$ cat src/rtl/bchk_pkg.sv
package bchk_pkg;
  localparam int unsigned DW = 32;
  localparam int unsigned BYTE_W = 8;
  localparam int unsigned WORD_W = 16;
  localparam int unsigned FLAG_W = 5;
  localparam int unsigned F_C = 0;
  localparam int unsigned F_V = 1;
  localparam int unsigned F_Z = 2;
  localparam int unsigned F_N = 3;
  localparam int unsigned F_X = 4;

  typedef enum logic [1:0] {
    SZ_BYTE = 2'b00,
    SZ_WORD = 2'b01,
    SZ_LONG = 2'b10,
    SZ_LALT = 2'b11
  } size_e;
endpackage

$ cat src/rtl/bchk_sext.sv
module bchk_sext
  import bchk_pkg::*;
#(
  parameter int unsigned W  = DW,
  parameter int unsigned BW = BYTE_W,
  parameter int unsigned HW = WORD_W
) (
  input  logic [1:0]   size_i,
  input  logic         bypass_i,
  input  logic [W-1:0] raw_i,
  output logic [W-1:0] ext_o
);
  localparam int unsigned BPAD = W - BW;
  localparam int unsigned HPAD = W - HW;

  logic [W-1:0] ext_b, ext_h;
  assign ext_b = {{BPAD{raw_i[BW-1]}}, raw_i[BW-1:0]};
  assign ext_h = {{HPAD{raw_i[HW-1]}}, raw_i[HW-1:0]};

  always_comb begin
    if (bypass_i) ext_o = raw_i;
    else begin
      unique case (size_e'(size_i))
        SZ_BYTE: ext_o = ext_b;
        SZ_WORD: ext_o = ext_h;
        default: ext_o = raw_i;
      endcase
    end
  end

  // narrowed result must stay within signed range of its size
  always_comb begin
    if (!bypass_i && size_i == SZ_BYTE)
      a_byte_range_r1: assert (ext_o[W-1:BW-1] == '0 || ext_o[W-1:BW-1] == '1);
  end
endmodule

$ cat config.mk
export PLATFORM = sky130hd
export DESIGN_NAME = bchk_sext
export DESIGN_NICKNAME = d
export VERILOG_FILES = /design/src/rtl/bchk_pkg.sv /design/src/rtl/bchk_sext.sv
export SDC_FILE = /design/constraint.sdc
export NUM_CORES = 1
export LEC_CHECK = 0
export CAP_MARGIN = 0
export CORE_AREA = 2 2 39 41
export DETAILED_ROUTE_END_ITERATION = 7
export DIE_AREA = 0 0 41 43
export DONT_BUFFER_PORTS = 1
export PLACE_DENSITY = 0.52
export SETUP_SLACK_MARGIN = 0.02
export SLEW_MARGIN = 20
export SYNTH_ARGS = -nofsm -noshare
export SYNTH_HDL_FRONTEND = slang
export SYNTH_SLANG_ARGS = --single-unit
export TNS_END_PERCENT = 100
$ cat constraint.sdc
create_clock -name vclk -period 2.18
set_input_delay 0 -clock vclk [all_inputs]
set_output_delay 0 -clock vclk [all_outputs]
set_load 0.03 [all_outputs]
==> results.py <==
metrics = {
    "timing": {
        "setup_viol": 0,
        "slew_violations": 0,
        "fin_setup_tns_ps": 0,
        "tightest_slew_ps": 697,
        "finalHoldViolCount": 0,
        "max_freq_ghz": 1.02,
        "rsz0062_at_grt": "false",
        "slew-limit-headroom_pct": 52.2,
        "fin_crit_sh_pct": 45.0,
        "setup_ws_ps": 1200,
        "layout_min_cycle_time_ps": 982,
    },
    "hold_path": {
        "hold_class": "in2out",
    },
    "cts": {
        "cts_resized": 0,
        "postCtsHoldBufs": 0,
        "cts_setup_buffers": 0,
    },
    "grt": {
        "gr-usage-all-layers_pct": 6.09,
        "grt_max_degree": 17,
        "grt_pass1_vias": 199,
        "grt_pass1_wl_um": 807,
        "grt-ovfl-total": 0,
        "antenna_found_initial": 0,
    },
    "power": {
        "ir_drop_uv": 97.3,
        "cellLeakagePower_nw": 0.215,
        "share_seq_of_total_power_pct": 0,
        "p_comb_share_pct": 100.0,
        "finalPower_mw": 0.133,
        "p_sw_mw": 0.105,
        "clkPwrFrac_pct": 0,
        "sw_frac_of_total_pct": 78.9,
        "internal-power_mw": 0.0281,
        "p_per_area_mw_per_mm2": 354,
    },
    "floorplan": {
        "core_area_mm2": 0.00138,
        "dieArea_mm2": 0.00176,
        "die_x_um": 41,
        "rows": 14,
        "die_y_um": 43,
        "start_util_pct": 33.5,
        "io_pins": 67,
    },
    "synthesis": {
        "synth-simple-area-share_pct": 10.8,
        "yosysSeqAreaShare_pct": 0,
        "synthMuxAreaShare_pct": 36.7,
        "synthAdderAreaFrac_pct": 0,
        "synth_area_um2": 464,
        "yosys.cell_types.count": 8,
        "yosysWarnings": 0,
        "synth-compound-area-share_pct": 12.9,
        "syn_avg_cell_area_um2": 7.14,
        "syn_nets": 100,
        "synth_top_family_by_area": "buffers and inverters",
        "synthCells": 65,
        "synth_xor_area_share_pct": 0,
    },
    "critical_path": {
        "end_kind": "output pin",
        "start_kind": "input port",
        "max_stage_delay_ps": 640,
        "required_ps": 2180,
        "critical_path_class": "in2out",
        "critPathMaxFanout": 16,
        "arrival_ps": 980,
        "path_cells": "nor2_2 -> buf_4 -> mux2i_1",
        "cpMaxStageDelayCell": "mux2i_1",
    },
    "drt": {
        "drt_iter0_drc": 1,
        "post_drt_via_cell_ratio": 5.30,
        "wl_per_cell_um": 11.2,
        "drt_wl_total_um": 770,
        "vias": 366,
        "drc": 0,
        "dr.pass1.iters": 4,
        "final_antenna_net_count": 0,
    },
    "placement": {
        "placed_area_um2": 375,
        "pre_cts_ws_ps": 1180,
        "dp_hpwl_um": 667,
        "port_buffers": 0,
        "gp_congestion": 0.569,
        "dp.cells": 69,
    },
    "finish": {
        "design_area_um2": 375,
        "seq_cell_count": 0,
        "drive_gt1_share_pct": 7.55,
        "n_antenna_cell": 0,
        "seqCellArea_um2": 0,
        "final_cells": 69,
        "clock_buffers": 0,
        "num-nets-final": 90,
        "areaGrowthSynthToFinish_pct": -19.1,
    },
    "status": {
        "status": "finished clean",
    },
    "run": {
        "drv_cap": 0,
    },
}
layout by cell type, fill, tap and decap left out:
master,instances
buf_4,2
or4b_4,1
nor2_2,1
inv_1,16
o31ai_1,8
mux2i_1,17
nand2_1,8
worst max-delay path: cells and delay by family:
family        cells  cell delay (ps)
simple gates      1               80
mux               1              640
buf+inv           1              260
routing by layer:
| layer | wire, um | global-route usage [%] | vias up |
|---|---|---|---|
| met1 | 250 | 5.70 | 149 |
| met2 | 350 | 13.1 | 40 |
| met5 | 0 | 0 | - |
| met3 | 169 | 0 | 0 |
| li1 | - | - | 177 |
| met4 | 0 | 0.667 | 0 |
power by group through the flow:
stage               registers, mW  clock network (mW)  logic, mW
floorplan                       0                   0      0.168
global route                    0                   0      0.141
finish                          0                   0      0.133
detailed placement              0                   0      0.134
CTS                             0                   0      0.135
global placement                0                   0      0.134
final timing paths:
path  cells past startpoint      start         to  slack [ps]
max                       3  size_i[1]  ext_o[25]        1200
min                       0   raw_i[3]   ext_o[3]        0.01
synthesized netlist by cell type:
cell type,instances,area (um2)
mux2i_1,17,170
inv_1,16,60.1
buf_4,9,67.6
nand2_1,8,30.0
o31ai_1,8,60.1
buf_6,5,56.3
nor2_2,1,6.26
or4b_4,1,13.8
area by class of cell:
type / count / area (um2)
fillers: 157 / 1010
multi-input cells: 35 / 280
inverters: 16 / 60.1
well taps: 16 / 20.0
repair buffers: 2 / 15.0
kinds of logic (layout without fill, tap and decap cells):
kind of cell | after synthesis | count (layout)
buffers and inverters | 30 | 18
AND/OR/NAND/NOR | 10 | 10
multiplexers | 17 | 17
AO/OA/AOI/OAI | 8 | 8
metrics by stage:
step	hold slack [ps]	util, %
after floorplan	132	-
after global placement	0.224	27.1
after detailed placement	0.225	27.1
after CTS	0.225	27.1
after global routing	0.0965	27.1
final	0.0108	27.1
Power figures use the tool's default switching activity.
